==> config.mk <==
export PLATFORM = sky130hd
export DESIGN_NAME = tt_func_unit
export DESIGN_NICKNAME = d
export VERILOG_FILES = /design/src/rtl/tt_fu_pkg.sv /design/src/rtl/tt_socket_merge.sv /design/src/rtl/tt_operand_reg.sv /design/src/rtl/tt_exec_pipe.sv /design/src/rtl/tt_result_reg.sv /design/src/rtl/tt_func_unit.sv
export SDC_FILE = /design/constraint.sdc
export NUM_CORES = 1
export LEC_CHECK = 0
export CAP_MARGIN = 25
export CORE_MARGIN = 1.5
export CORE_UTILIZATION = 41
export CTS_CLUSTER_SIZE = 12
export DETAILED_ROUTE_END_ITERATION = 8
export GPL_TIMING_DRIVEN = 0
export PLACE_DENSITY = 0.73
export RECOVER_POWER = 50
export SYNTH_ARGS = -nofsm -noshare
export SYNTH_HDL_FRONTEND = slang
export SYNTH_SLANG_ARGS = --single-unit
==> constraint.sdc <==
create_clock -name clk -period 3.2 [get_ports clk]
set_input_delay 0.64 -clock clk [delete_from_list [all_inputs] [get_ports clk]]
set_output_delay 0.64 -clock clk [all_outputs]
set_load 0.02 [all_outputs]
==> src/rtl/tt_fu_pkg.sv <==
package tt_fu_pkg;
  typedef enum logic [1:0] {
    FU_ADD = 2'd0,
    FU_SUB = 2'd1,
    FU_EQ  = 2'd2
  } fu_op_e;

  localparam logic SEL_OPND = 1'b0;
  localparam logic SEL_TRIG = 1'b1;
endpackage

==> src/rtl/tt_socket_merge.sv <==
// Merges the socket write ports into one operand write and one trigger write.
// Higher-numbered ports override lower ones; invalid ports are ignored.
module tt_socket_merge
  import tt_fu_pkg::*;
#(
  parameter int NUM_PORTS = 2,
  parameter int DATA_W    = 32
) (
  input  logic [NUM_PORTS-1:0]        wr_valid,
  input  logic [NUM_PORTS-1:0]        wr_sel,
  input  logic [NUM_PORTS*DATA_W-1:0] wr_data,
  output logic                        opnd_we,
  output logic [DATA_W-1:0]           opnd_wd,
  output logic                        trig_we,
  output logic [DATA_W-1:0]           trig_wd
);
  always_comb begin
    opnd_we = 1'b0;
    opnd_wd = '0;
    trig_we = 1'b0;
    trig_wd = '0;
    for (int p = 0; p < NUM_PORTS; p++) begin
      if (wr_valid[p] && (wr_sel[p] == SEL_OPND)) begin
        opnd_we = 1'b1;
        opnd_wd = wr_data[p*DATA_W +: DATA_W];
      end
      if (wr_valid[p] && (wr_sel[p] == SEL_TRIG)) begin
        trig_we = 1'b1;
        trig_wd = wr_data[p*DATA_W +: DATA_W];
      end
    end
  end
endmodule

==> src/rtl/tt_operand_reg.sv <==
// Software-visible operand register with same-cycle forwarding.
module tt_operand_reg #(
  parameter int DATA_W = 32
) (
  input  logic              clk,
  input  logic              rst_n,
  input  logic              we,
  input  logic [DATA_W-1:0] wd,
  output logic [DATA_W-1:0] q,
  output logic [DATA_W-1:0] eff
);
  logic [DATA_W-1:0] q_next;

  always_comb begin
    q_next = q;
    if (we) q_next = wd;
  end

  assign eff = q_next;

  always_ff @(posedge clk or negedge rst_n) begin
    if (!rst_n)  q <= '0;
    else if (we) q <= q_next;
  end

  // without an operand write the held operand never changes
  a_r1_operand_held: assert property (@(posedge clk) disable iff (!rst_n)
    !we |=> $stable(q));
endmodule

==> src/rtl/tt_exec_pipe.sv <==
// Computes the selected operation and carries it through LATENCY-1 stages.
module tt_exec_pipe
  import tt_fu_pkg::*;
#(
  parameter int     DATA_W  = 32,
  parameter int     LATENCY = 2,
  parameter fu_op_e OP      = FU_ADD
) (
  input  logic              clk,
  input  logic              rst_n,
  input  logic              start,
  input  logic [DATA_W-1:0] opnd,
  input  logic [DATA_W-1:0] trig,
  output logic              out_valid,
  output logic [DATA_W-1:0] out_data
);
  localparam int STAGES = LATENCY - 1;

  logic [DATA_W-1:0] calc;

  generate
    if (OP == FU_SUB) begin : g_sub
      assign calc = opnd - trig;
    end else if (OP == FU_EQ) begin : g_eq
      assign calc = {{(DATA_W-1){1'b0}}, (opnd == trig)};
    end else begin : g_add
      assign calc = opnd + trig;
    end
  endgenerate

  generate
    if (STAGES == 0) begin : g_direct
      assign out_valid = start;
      assign out_data  = calc;
    end else begin : g_staged
      logic              stg_v [STAGES];
      logic [DATA_W-1:0] stg_d [STAGES];
      logic              stg_v_n [STAGES];
      logic [DATA_W-1:0] stg_d_n [STAGES];

      always_comb begin
        stg_v_n[0] = start;
        stg_d_n[0] = calc;
        for (int s = 1; s < STAGES; s++) begin
          stg_v_n[s] = stg_v[s-1];
          stg_d_n[s] = stg_d[s-1];
        end
      end

      for (genvar s = 0; s < STAGES; s++) begin : g_stage
        always_ff @(posedge clk or negedge rst_n) begin
          if (!rst_n) stg_v[s] <= 1'b0;
          else        stg_v[s] <= stg_v_n[s];
        end
        always_ff @(posedge clk) begin
          if (stg_v_n[s]) stg_d[s] <= stg_d_n[s];
        end
      end

      assign out_valid = stg_v[STAGES-1];
      assign out_data  = stg_d[STAGES-1];

      // the first stage is only loaded by a trigger write
      a_r2_stage_needs_start: assert property (@(posedge clk) disable iff (!rst_n)
        !start |=> !stg_v[0]);
    end
  endgenerate
endmodule

==> src/rtl/tt_result_reg.sv <==
// Software-visible result register: holds until overwritten.
module tt_result_reg #(
  parameter int DATA_W = 32
) (
  input  logic              clk,
  input  logic              rst_n,
  input  logic              in_valid,
  input  logic [DATA_W-1:0] in_data,
  output logic [DATA_W-1:0] q,
  output logic              fresh
);
  logic [DATA_W-1:0] q_next;

  always_comb begin
    q_next = q;
    if (in_valid) q_next = in_data;
  end

  always_ff @(posedge clk or negedge rst_n) begin
    if (!rst_n) begin
      q     <= '0;
      fresh <= 1'b0;
    end else begin
      fresh <= in_valid;
      if (in_valid) q <= q_next;
    end
  end

  // no arriving result means the register keeps its value
  a_r5_result_holds: assert property (@(posedge clk) disable iff (!rst_n)
    !in_valid |=> $stable(q));
endmodule

==> src/rtl/tt_func_unit.sv <==
module tt_func_unit
  import tt_fu_pkg::*;
#(
  parameter int     NUM_PORTS = 2,
  parameter int     DATA_W    = 32,
  parameter int     LATENCY   = 2,
  parameter fu_op_e OP        = FU_ADD
) (
  input  logic                        clk,
  input  logic                        rst_n,
  input  logic [NUM_PORTS-1:0]        wr_valid,
  input  logic [NUM_PORTS-1:0]        wr_sel,
  input  logic [NUM_PORTS*DATA_W-1:0] wr_data,
  output logic [DATA_W-1:0]           rd_data,
  output logic                        rd_valid
);
  localparam int CNT_W = $clog2(LATENCY + 2);

  logic              opnd_we, trig_we;
  logic [DATA_W-1:0] opnd_wd, trig_wd;
  logic [DATA_W-1:0] opnd_q, opnd_eff;
  logic              pipe_v;
  logic [DATA_W-1:0] pipe_d;

  tt_socket_merge #(.NUM_PORTS(NUM_PORTS), .DATA_W(DATA_W)) u_merge (
    .wr_valid (wr_valid),
    .wr_sel   (wr_sel),
    .wr_data  (wr_data),
    .opnd_we  (opnd_we),
    .opnd_wd  (opnd_wd),
    .trig_we  (trig_we),
    .trig_wd  (trig_wd)
  );

  tt_operand_reg #(.DATA_W(DATA_W)) u_opnd (
    .clk   (clk),
    .rst_n (rst_n),
    .we    (opnd_we),
    .wd    (opnd_wd),
    .q     (opnd_q),
    .eff   (opnd_eff)
  );

  tt_exec_pipe #(.DATA_W(DATA_W), .LATENCY(LATENCY), .OP(OP)) u_pipe (
    .clk       (clk),
    .rst_n     (rst_n),
    .start     (trig_we),
    .opnd      (opnd_eff),
    .trig      (trig_wd),
    .out_valid (pipe_v),
    .out_data  (pipe_d)
  );

  tt_result_reg #(.DATA_W(DATA_W)) u_res (
    .clk      (clk),
    .rst_n    (rst_n),
    .in_valid (pipe_v),
    .in_data  (pipe_d),
    .q        (rd_data),
    .fresh    (rd_valid)
  );

  // In-flight bookkeeping used only by the assertions below.
  logic [CNT_W-1:0] inflight, inflight_n;
  always_comb begin
    inflight_n = inflight;
    if (trig_we && !rd_valid)      inflight_n = inflight + 1'b1;
    else if (!trig_we && rd_valid) inflight_n = inflight - 1'b1;
  end
  always_ff @(posedge clk or negedge rst_n) begin
    if (!rst_n) inflight <= '0;
    else        inflight <= inflight_n;
  end

  // a result pulse always belongs to an accepted trigger
  a_r2_valid_needs_trigger: assert property (@(posedge clk) disable iff (!rst_n)
    rd_valid |-> (inflight != '0));
  // pipelining never lets more than LATENCY operations be outstanding
  a_r4_inflight_bound: assert property (@(posedge clk) disable iff (!rst_n)
    inflight <= CNT_W'(LATENCY));
  // compare results carry only bit 0
  a_r6_cmp_zero_ext: assert property (@(posedge clk) disable iff (!rst_n)
    ((OP == FU_EQ) && rd_valid) |-> (rd_data[DATA_W-1:1] == '0));
endmodule

# Word-level counts from Yosys, hierarchy flattened
# Memories as Yosys holds them, arrays and structs flattened. A register that Yosys moved wholly into a read port is not among the register bits.
# Cells that the tools add are included.
# word_totals
regBits	34
latch_bits	0
ramBits	32
rom_bits	0
out_inout_bits	33
mem_count	1
# memory_table
memory	words	width	read_ports	rd_ports_with_merged_regs	write_ports	line	source
u_pipe.g_staged.stg_d	1	32	1	1	1	tt_exec_pipe.sv:37	logic [DATA_W-1:0] stg_d [STAGES];
# classes
n_addsub	1
mul	0
div_mod_pow	0
magnitude_cmp	0
eq_ne	0
shifts	0
muxes	11
n_bitwise	2
n_reduce_logical	5
# op_table
cell	n
32-bit two-way mux	5
32-bit adder	1
1-bit two-way mux	6
1-bit logical AND	4
1-bit NOT	2
1-bit logical NOT	1

# Depth between registers and ports, before layout
# Gate-level depths: netlist of the first run.
# depth
depth_word	6
ltp_mapped	19
depth_no_buf	16

# Modules after synthesis
# A second synthesis of the first run with hierarchy kept.
# unflattened
cells_unflattened	625
area_unflattened_um2	7143.1
# modules_own_cells
mod	instances	cells_each	area_each_um2	seq_area_each_um2
tt_exec_pipe	1	254	2587.5	985.9
tt_operand_reg	1	103	1878.1	800.8
tt_result_reg	1	69	1370.1	825.8
tt_socket_merge	1	199	1307.5	0.0

# Worst setup path before layout of the first run
# Ideal clock, no wire load.
# synth_path
kind	input to register
from	input port wr_sel[0]
to	memory u_pipe.g_staged.stg_d[0][28], data pin
setup_time_ps	259
arrival_time_ps	3914
t_required_ps	2941
setup_slack_ps	-973
path_stages	19
path_cell_list	nand2b_1 -> clkbuf_1 -> nand2_1 -> clkbuf_1 -> clkbuf_1 -> nor2_1 -> a31oi_1 -> ha_1 -> inv_1 -> fa_1 -> nor2b_1 -> o31ai_1 -> a21oi_1 -> o31ai_1 -> o31ai_2 -> a21oi_1 -> o31ai_4 -> mux2i_1 -> nor4_1
# synth_via
elab_chain_cells	6
# synth_rtl
item	line	source
from (decl)	tt_func_unit.sv:12	input logic [NUM_PORTS-1:0] wr_sel,
1-bit NOT (*)	tt_socket_merge.sv:23	if (wr_valid[p] && (wr_sel[p] == SEL_OPND)) begin
1-bit logical AND (*)	tt_socket_merge.sv:23	
32-bit two-way mux / 1-bit two-way mux (equally long branches) (2 in series)	tt_socket_merge.sv:23	
32-bit two-way mux (*)	tt_operand_reg.sv:16	if (we) q_next = wd;
net opnd_eff[0]	tt_func_unit.sv:21	logic [DATA_W-1:0] opnd_q, opnd_eff;
32-bit adder (*)	tt_exec_pipe.sv:27	assign calc = opnd + trig;
net u_pipe.calc[28]	tt_exec_pipe.sv:19	logic [DATA_W-1:0] calc;
to (decl)	tt_exec_pipe.sv:37	
# The timed path passes the listed nets; every way through them passes the cells marked *.

# Final worst setup path of the first run
# layout_path
from	input port wr_valid[1]
to	memory u_pipe.g_staged.stg_d[0][30], data pin
# layout_via
elab_chain_cells	4
# layout_rtl
item	line	source
from (decl)	tt_func_unit.sv:11	input logic [NUM_PORTS-1:0] wr_valid,
1-bit logical AND (*)	tt_socket_merge.sv:23	
32-bit two-way mux / 1-bit two-way mux (equally long branches)	tt_socket_merge.sv:23	
32-bit two-way mux (*)	tt_operand_reg.sv:16	
net opnd_eff[0]	tt_func_unit.sv:21	
32-bit adder (*)	tt_exec_pipe.sv:27	
net u_pipe.calc[30]	tt_exec_pipe.sv:19	
# Marked as above.

==> results by group, run 1 <==
Status
  • Status: finished with violations
  • Violated checks: max-capacitance violations, max-slew violations, negative setup slack

Setup path
  • R2R Path End: u_pipe.g_staged.stg_d[0][30]
  • Reg2Reg Depth: 15
  • Largest stage delay, worst path: 0.37 ns
  • Worst endpoint required time: 3.30 ns
  • Worst Path Arrival: 3.76 ns
  • Critical path's slowest cell: fa_2
  • Worst setup EP type: register
  • Internal reg-to-reg setup slack: ~0.09 ns
  • Kind of critical path: in2reg
  • Source of the worst register-to-register timing path: u_opnd.q[0]
  • Most used cell along the critical path: o31ai_4
  • Worst path cell trace: buf_12 > nor2b_4 > buf_12 > clkbuf_16 > nand2_2 > a31oi_4 > ha_4 > inv_2 > fa_2 > nor2b_4 > o31ai_4 > a21oi_2 > o31ai_4 > o31ai_4 > buf_6 > a211oi_4 > o31ai_2 > a21oi_2 > xnor2_2
  • CP Buf/Inv Count: 5
  • Max FO, Critical Path: 10
  • CP delay by family, top: compound AO/OA/AOI/OAI gates
  • Startpoint types: input pin

Placed design
  • I/O Buffers: 102
  • Dpl cell area: 7537 µm²
  • GP Congestion: 0.8607
  • Dpl hpwl: 12630 µm
  • Placed cell count: 908

Route
  • DRT Pass-1 Iters: 5
  • Drt total wl: slightly below 20000 µm
  • Post-route antenna net violation count: 0
  • WL per Instance: 19.41 µm
  • Vias post-DR: just under 6000
  • Average via count per standard cell: 5.867
  • Initial DRC count: around 490
  • Remaining DRCs: 0

Layout
  • Share of layout cells above drive strength 1: 29.91%
  • Non-Filler Instances: between 900 and 1000
  • N_diodes: 0
  • P&R area growth vs syn: 50.15%
  • Final net count: 904
  • Fin area: 9129 µm²
  • Fillers: approximately 1100

Die
  • Core area: 14480 µm²
  • Initial Utilization: 41.99%
  • Die area: between 15000 and 20000 µm²
  • # rows: 44
  • Die X: approximately 120 µm
  • Number of top-level pins: between 100 and 150
  • Chip Height: ~120 µm

GRT
  • Total Routing Usage GR: 23.80%
  • Vias in the first global route: 5750
  • Pin count of the biggest net entering global routing: 67
  • First-pass GRT wire length: 29640 µm
  • Initial antenna violation count: 0
  • Gr ovfl total: 0

Power and ir drop
  • Comb pwr share: 40.4%
  • Sw Share: 32.53%
  • Switch Pwr: 0.001645 W
  • IR drop worst, VDD: 272.7 µV
  • Flop pwr share: 33.7%
  • Internal: approximately 0.0034 W
  • Clock share of power: 25.9%
  • Power per cell area: 553.9 nW/µm²
  • P_leak: 3.751 nW

Clock tree
  • Hold_buf cts: 0
  • Clk_lat worst skew: 0.36 ns
  • H-tree Lvls: 3
  • Clk slew on worst S/H paths: 0.07 ns
  • CTS root buf: clkbuf_16
  • Number of buffers created by CTS: 9
  • Clock buffer depth: 2
  • CTS tree: built
  • Clock sink count: 98

STA
  • Final Worst Setup Slack: -0.4561 ns
  • Tcrit/Tclk final: 114.3%
  • Final hold slack: roughly 0.37 ns
  • Layout Skew: 0.01252 ns
  • Final hold viol count: 0
  • RSZ-0062 raised after global routing: yes
  • Slew Limit Fails: 67
  • Setup violators final: 18
  • Slew HR: -12.17%
  • Worst Max-Slew Pin Slew: 1.683 ns
  • Fmax: 0.2735 GHz
  • Minimum clock period: 3.656 ns

Yosys
  • EDFF count, synth: 32
  • Synthesized flop and latch total: 98
  • Primary FF master, synth: dfrtp_1
  • Syn_nets: around 700
  • Mapped Cells: 621
  • Syn_area_per_cell: 9.790 µm²
  • Netlist cell types: 62
  • Register area share after synthesis: a little over two fifths
  • Cell Area, Synth: 6080 µm²
  • Post-synth ARST share: 67.35%
  • Total number of yosys warnings: 0

Min path
  • Worst Hold Path Cells: 0
  • Hold Crit Class: reg2reg
  • Hold Path Origin: u_pipe.out_valid
  • Hold EP: u_res.fresh

Flow run
  • Max Cap Viol: 1
per-stage QoR:
step | setup slack (ns) | setup TNS (ns) | power (W) | utilization, %
after detailed placement | -1.797 | -37.01 | 0.003343 | 52.06
after CTS | -0.5722 | -6.062 | 0.004901 | 60.18
after floorplan | -0.4812 | -4.784 | 0.002734 | -
after global placement | -1.724 | -84.75 | 0.003305 | 51.88
final | -0.4561 | -5.191 | 0.005057 | 63.05
after global routing | -0.5128 | -6.398 | 0.005296 | 63.05
worst max path at each step:
stage,slack (ns),cells after the start,start,end
floorplan,-0.48,17,wr_sel[0],u_pipe.g_staged.stg_d[0][29]
global placement,-1.72,18,wr_valid[1],u_pipe.g_staged.stg_d[0][30]
detailed placement,-1.80,18,wr_valid[1],u_pipe.g_staged.stg_d[0][30]
CTS,-0.57,20,wr_sel[1],u_pipe.g_staged.stg_d[0][28]
global route,-0.51,19,wr_sel[1],u_pipe.g_staged.stg_d[0][30]
finish,-0.46,19,wr_valid[1],u_pipe.g_staged.stg_d[0][30]
placed cells by master, fill, tap and decap left out, types with 7 or more instances in the layout:
master,instances
a21o_1,13
a21oi_1,19
a21oi_2,7
a22o_1,22
a31oi_1,48
and3_1,9
buf_4,66
buf_6,16
clkbuf_16,12
clkdlybuf4s50_1,97
dfrtp_1,66
edfxtp_1,32
ha_1,16
ha_4,8
inv_1,18
mux2_2,32
nand2_1,63
nand3_1,12
nor2_1,37
nor3_1,8
o21ai_0,15
xnor2_1,19
xor2_1,11
per-layer routing:
| layer | wire length, µm | GRT usage (%) |
|---|---|---|
| met5 | 0 | 0 |
| met4 | 554 | 8.452 |
| met3 | 1093 | 4.596 |
| met2 | 9321 | 40.79 |
| met1 | 8302 | 29.90 |
synthesized netlist by cell type (all sizes together), types with 21 or more instances:
cell    number  area (µm²)
xnor2       21       191.4
dfrtp       66        1652
o21ai       25       132.6
edfxtp      32       960.9
a21oi       29       145.1
ha          29       362.9
a31oi       58       362.9
nor2        46       177.7
mux2        33       375.4
a22o        25       219.0
nand2       70       262.8
worst register-to-register path, stage by stage, from the launching register on:
cell and delay, ns:
dfrtp_1 0.38, nor2_4 0.06, a31oi_4 0.17, ha_4 0.18, inv_2 0.04, fa_2 0.37
nor2b_4 0.16, o31ai_4 0.08, a21oi_2 0.25, o31ai_4 0.12, o31ai_4 0.26, buf_6 0.15
a211oi_4 0.07, o31ai_2 0.32, a21oi_2 0.11, xnor2_2 0.15
flip-flops by register name, summed over array words and instances (netlist names):
signal and count:
u_res.fresh 1, u_pipe.g_staged.stg_d 32, u_res.q 32, u_pipe.out_valid 1, u_opnd.q 32
cells by family (layout without fill, tap and decap cells):
logic type	after synthesis	count (layout)	synth area share, %
AOI/OAI and AO/OA	194	194	22.10
xor gates and xnor gates	32	32	4.734
adders and majority gates	30	30	6.298
buffers and inverters	54	242	3.663
DFF	98	98	42.97
muxes	41	41	7.491
and+or+nand+nor	172	172	12.74
cell type report:
type / count / area (µm²) / area share [%]
Sequential cell: 98 / 2613 / 28.62
Inverter: 20 / 75.07 / 0.8224
Multi-Input combinational cell: 469 / 3874 / 42.43
Clock buffer: 11 / 252.7 / 2.769
Tap cell: 184 / 230.2 / 2.522
Clock inverter: 5 / 107.6 / 1.179
Buffer: 25 / 271.5 / 2.974
Timing Repair Buffer: 181 / 1705 / 18.68
what timing repair did:
action / in CTS / in global routing
setup endpoints to repair: 28 / 22
pin swaps: 42 / 43
gates resized for setup: 116 / 57
setup buffers: 48 / 31
power by group through the flow:
stage	logic [W]	registers [W]	clock network, W
after global placement	0.00159	0.00172	0
after CTS	0.00187	0.00171	0.00132
after detailed placement	0.00162	0.00173	0
after floorplan	0.000891	0.00184	0
final	0.00204	0.00170	0.00131
after global routing	0.00218	0.00174	0.00138
(Power assumes the default switching activity.)
==> inputs of run 2 (changes only) <==
CTS_BUF_LIST = sky130_fd_sc_hd__clkbuf_8   (was not set)
==> results by group, run 2 (synthesis results as in run 1) <==
GRT
  • Vias in the first global route: 5630
  • Gr ovfl total: 0
  • Initial antenna violation count: 0
  • Met2 Usage GRT: 39.46%
  • M3 GR Usage: between 4 and 5%
  • GRT busiest layer: met2
  • Pin count of the biggest net entering global routing: 67
  • Total Routing Usage GR: 23.29%
  • GR Layer Usage met1: 29.71%
  • First-pass GRT wire length: 28980 µm

Clock tree
  • Clock sink count: 98
  • H-tree Lvls: 3
  • Clock buffer depth: 2
  • Clk slew on worst S/H paths: 0.10 ns
  • CTS root buf: clkbuf_8
  • Number of buffers created by CTS: 9
  • CTS tree: built
  • Clk_lat worst skew: 0.39 ns

Layout
  • Most common cell after layout, fill and taps aside: clkdlybuf4s50_1
  • Area of the multi-input gates: 3842 µm²
  • Fillers: 1163
  • Share of layout cells above drive strength 1: 29.32%
  • Most frequent cells in the layout: clkdlybuf4s50_1, dfrtp_1, nand2_1, buf_4, a31oi_1
  • Non-Filler Instances: 989
  • Fin area: 8985 µm²
  • Final net count: 900
  • Storage element area: 2613 µm²
  • Biggest regs: u_opnd.q x32, u_pipe.g_staged.stg_d x32, u_res.q x32
  • P&R area growth vs syn: 47.79%
  • N_diodes: 0

Min path
  • Hold Path Origin: u_pipe.out_valid
  • Worst Hold Path Cells: 0
  • Hold Crit Class: reg2reg

STA
  • RSZ-0062 raised after global routing: yes
  • Final Worst Setup Slack: -0.4572 ns
  • Tcrit/Tclk final: 114.3%
  • Final hold viol count: 0
  • Layout Skew: roughly 0.018 ns
  • Slew Limit Fails: 67
  • Minimum clock period: 3.657 ns
  • Fmax: 0.2734 GHz
  • Setup violators final: 18
  • Worst Max-Slew Pin Slew: 1.718 ns
  • Slew HR: -14.53%

Placed design
  • Pre-CTS setup slack: -1.797 ns
  • Dpl hpwl: 12630 µm
  • Dpl cell area: 7537 µm²
  • I/O Buffers: 102
  • GP Congestion: 0.8607
  • Placed cell count: 908

Setup path
  • R2R Path End: u_pipe.g_staged.stg_d[0][24]
  • Start point of the critical path: wr_valid[1]
  • Kind of critical path: in2reg
  • Reg2Reg Depth: 15
  • Startpoint types: input pin
  • Worst endpoint required time: 3.32 ns
  • CP endpoint: u_pipe.g_staged.stg_d[0][24]
  • Internal reg-to-reg setup slack: ~0.060 ns
  • Max FO, Critical Path: 10
  • Worst setup EP type: register
  • Worst Path Arrival: between 3 and 4 ns
  • Source of the worst register-to-register timing path: u_opnd.q[0]

Power and ir drop
  • Total power: 0.004762 W
  • P_leak: 3.685 nW
  • Power per cell area: 530.0 nW/µm²
  • IR drop worst, VDD: 288.0 µV

Die
  • Die area: roughly 16000 µm²
  • Initial Utilization: 41.99%
  • # rows: 44
  • Die X: 124.8 µm
  • Number of top-level pins: 103
  • Chip Height: 124.8 µm
  • Core area: 14480 µm²

Route
  • Remaining DRCs: 0
  • Initial DRC count: 461
  • Post-route antenna net violation count: 0
  • WL per Instance: a little under 20 µm
  • Drt total wl: ~19000 µm
  • Vias post-DR: just under 6000
  • DRT Pass-1 Iters: 6
  • Average via count per standard cell: just under 6

Status
  • Status: finished with violations
  • Violated checks: max-capacitance violations, max-slew violations, negative setup slack

Flow run
  • Max Cap Viol: 1
==> run 2: cell type report <==
class                   instances  share of cell area (%)
plain buffers                  24                   2.994
clock buffers                  11                   1.685
clock inverters                 5                   1.198
inverters                      20                  0.8355
multi-input cells             469                   42.77
flip-flops and latches         98                   29.08
well taps                     184                   2.562
repair buffers                178                   18.88
==> run 2: how the worst min path moves through the flow <==
stage	slack, ns	end
2_1_floorplan	0.34	u_opnd.q[0]
3_5_place_dp	0.36	u_res.fresh
4_1_cts	0.38	u_res.fresh
3_3_place_gp	0.36	u_res.fresh
6_report	0.38	u_res.fresh
5_1_grt	0.39	u_res.fresh
==> run 2: metrics by stage <==
step | util [%] | setup TNS (ns) | hold WS (ns)
detailed placement | 52.06 | -37.01 | 0.3595
CTS | 59.21 | -5.317 | 0.3807
global placement | 51.88 | -84.75 | 0.3560
global route | 62.06 | -5.656 | 0.3876
finish | 62.06 | -4.529 | 0.3812
floorplan | - | -4.784 | 0.3444
==> run 2: worst max-delay path, stage by stage <==
cell and delay, ns:
buf_12 0.10, nor2b_4 0.20, buf_12 0.15, clkbuf_16 0.14, nand2_2 0.07, a31oi_4 0.21
ha_4 0.18, inv_2 0.04, fa_2 0.36, nor2b_4 0.19, o31ai_4 0.09, a21oi_2 0.26
o31ai_4 0.12, o31ai_4 0.31, buf_4 0.18, a21oi_2 0.07, o21ai_2 0.21, a31oi_1 0.12
xnor2_1 0.14
==> run 2: repair_timing <==
| item | 4_1_cts | 5_1_grt |
|---|---|---|
| hold buffers | 0 | 0 |
| gates resized for setup | 108 | 58 |
| buffers inserted | 46 | 31 |
| pin swaps | 41 | 41 |
| setup endpoints to repair | 28 | 22 |
==> run 2: where the power goes <==
part	total [W]	switching [W]	internal [W]	leakage [nW]
registers	0.00170	0.000106	0.00160	1.07
logic	0.00203	0.00104	0.000989	2.48
clock network	0.00103	0.000466	0.000566	0.130
==> run 2: metal layers <==
layer	share of wire [%]	routed length, µm	vias to the layer above
met5	0	0	-
met4	2.4	462	0
met3	7.5	1463	43
met2	49	9484	292
met1	41	7986	2837
li1	-	-	2672
==> inputs of run 3 (changes only) <==
ABC_CLOCK_PERIOD_IN_PS = 3200   (was not set)
PLACE_DENSITY = 0.68   (was 0.73)
REMOVE_ABC_BUFFERS = 1   (was not set)
==> results by group, run 3 (synthesis results as in run 1) <==
Clock tree
  • H-tree Lvls: 3
  • Clk_lat worst skew: 0.38 ns
  • Clock sink count: 98
  • CTS root buf: clkbuf_8
  • Number of buffers created by CTS: 9
  • Clk slew on worst S/H paths: 0.10 ns
  • Clock buffer depth: 2
  • CTS tree: built

STA
  • Slew HR: -18.81%
  • Layout Skew: 0.01281 ns
  • Minimum clock period: roughly 3.5 ns
  • RSZ-0062 raised after global routing: yes
  • Setup violators final: 14
  • Fmax: 0.2857 GHz
  • Final hold viol count: 0
  • Final Worst Setup Slack: -0.3005 ns
  • Setup TNS: -2.412 ns
  • Slew Limit Fails: 67
  • Tcrit/Tclk final: 109.4%
  • Final hold slack: approximately 0.47 ns
  • Worst Max-Slew Pin Slew: 1.782 ns

Route
  • Drt total wl: 19120 µm
  • DRT Pass-1 Iters: 5
  • Vias post-DR: about 5700
  • Post-route antenna net violation count: 0
  • Initial DRC count: 430
  • Remaining DRCs: 0
  • Average via count per standard cell: slightly below 6
  • WL per Instance: 19.73 µm

GRT
  • GRT busiest layer: met2
  • Vias in the first global route: 5652
  • M3 GR Usage: 3.780%
  • Pin count of the biggest net entering global routing: 67
  • Met2 Usage GRT: 39.14%
  • Initial antenna violation count: 0
  • GR Layer Usage met1: between 30% and 40%
  • Total Routing Usage GR: 23.62%
  • Gr ovfl total: 0
  • First-pass GRT wire length: 29240 µm

Layout
  • Share of layout cells above drive strength 1: 26.75%
  • Most common cell after layout, fill and taps aside: clkdlybuf4s50_1
  • Non-Filler Instances: 969
  • Most frequent cells in the layout: clkdlybuf4s50_1, dfrtp_1, nand2_1, buf_4, a31oi_1
  • Fillers: roughly 1200
  • P&R area growth vs syn: 42.27%
  • Biggest regs: u_opnd.q x32, u_pipe.g_staged.stg_d x32, u_res.q x32
  • N_diodes: 0
  • Final Core Density: 59.74%
  • Final net count: 880

Placed design
  • GP Congestion: 0.8966
  • I/O Buffers: between 100 and 150
  • Dpl hpwl: around 11000 µm
  • Placed cell count: 878

Setup path
  • Worst setup EP type: register
  • Max FO, Critical Path: 8
  • Worst Path Arrival: around 3.6 ns
  • CP Buf/Inv Count: 3
  • Worst path cell trace: buf_12 > and2_4 > nor2_4 > buf_6 > a22o_1 > ha_1 > a21o_1 > nand4_1 > a21oi_2 > o31ai_2 > a31oi_2 > buf_4 > o2111ai_2 > nand2_2 > a21o_1 > a311o_1
  • Largest stage delay, worst path: 0.27 ns
  • Critical path's slowest cell: a311o_1
  • Worst endpoint required time: 3.33 ns
  • CP delay by family, top: compound AO/OA/AOI/OAI gates
  • Kind of critical path: in2reg
  • Startpoint types: input pin
  • Most used cell along the critical path: a21o_1

Power and ir drop
  • Total power: approximately 0.0045 W
  • Power per cell area: between 500 and 600 nW/µm²
  • IR drop worst, VDD: 196.3 µV
  • P_leak: 3.605 nW

Die
  • Die X: roughly 120 µm
  • # rows: 44
  • Die area: 15570 µm²
  • Chip Height: 124.8 µm
  • Number of top-level pins: approximately 100
  • Core area: between 10000 and 15000 µm²
  • Initial Utilization: roughly two fifths

Status
  • Violated checks: max-capacitance violations, max-slew violations, negative setup slack
  • Status: finished with violations

Min path
  • Hold Crit Class: reg2reg

Flow run
  • Max Cap Viol: 1
## run 3: cell types whose count changed in the layout (fill, tap and decap cells not counted), moves of 4 or more
cell | before | now
ha_4 | 8 | 1
buf_1 | 4 | 0
buf_6 | 14 | 7
clkdlybuf4s50_1 | 97 | 93
clkbuf_1 | 4 | 0
nor2_1 | 38 | 42
buf_4 | 62 | 57
ha_1 | 17 | 21
clkbuf_8 | 14 | 10
## run 3: report_power, final
group	switching (W)	internal, W	leakage (nW)	total, W
sequential	0.000119	0.00160	1.07	0.00172
clock	0.000461	0.000377	0.0992	0.000839
combinational	0.00100	0.000934	2.43	0.00193
## run 3: worst paths after layout
| check | start | end | slack (ns) | cells after the start |
|---|---|---|---|---|
| min in group asynchronous | rst_n | u_opnd.q[10] | 0.71 | 1 |
| max in group asynchronous | rst_n | u_opnd.q[12] | 1.41 | 1 |
| min reg2reg | u_pipe.g_staged.stg_d[0][2] | u_res.q[2] | 0.47 | 1 |
| max | wr_valid[1] | u_pipe.g_staged.stg_d[0][31] | -0.30 | 16 |
| min | u_pipe.g_staged.stg_d[0][2] | u_res.q[2] | 0.47 | 1 |
| max reg2reg | u_opnd.q[3] | u_pipe.g_staged.stg_d[0][31] | 0.12 | 13 |
## run 3: repair_timing
item | in CTS | in global routing
hold buffers | 0 | 0
gates resized for setup | 97 | 34
cloned | 4 | 2
pin swaps | 33 | 42
setup endpoints to repair | 32 | 19
setup buffers | 47 | 23
endpoints found under the hold margin | 0 | 0
## run 3: layout make-up
type | count | area, µm² | area share [%]
Multi-Input combinational cell | 472 | 3720 | 43.01
Sequential cell | 98 | 2613 | 30.20
Timing Repair Buffer | 179 | 1819 | 21.03
Tap cell | 184 | 230.2 | 2.662
Clock buffer | 10 | 137.6 | 1.591
Inverter | 20 | 75.07 | 0.8679
Clock inverter | 6 | 55.05 | 0.6365
## run 3: per-layer routing
| layer | wire [µm] | part of all wire [%] | vias to the layer above |
|---|---|---|---|
| li1 | - | - | 2631 |
| met1 | 8285 | 43 | 2858 |
| met2 | 9297 | 49 | 218 |
| met3 | 1108 | 5.8 | 33 |
| met4 | 425 | 2.2 | 0 |
| met5 | 0 | 0 | - |
## run 3: per-stage QoR
| stage | area, µm² | worst slack [ns] |
|---|---|---|
| after floorplan | 5932 | -2.173 |
| after global placement | 7183 | -4.646 |
| after detailed placement | 7288 | -2.829 |
| after CTS | 8267 | -0.3143 |
| after global routing | 8650 | -0.3957 |
| final | 8650 | -0.3005 |
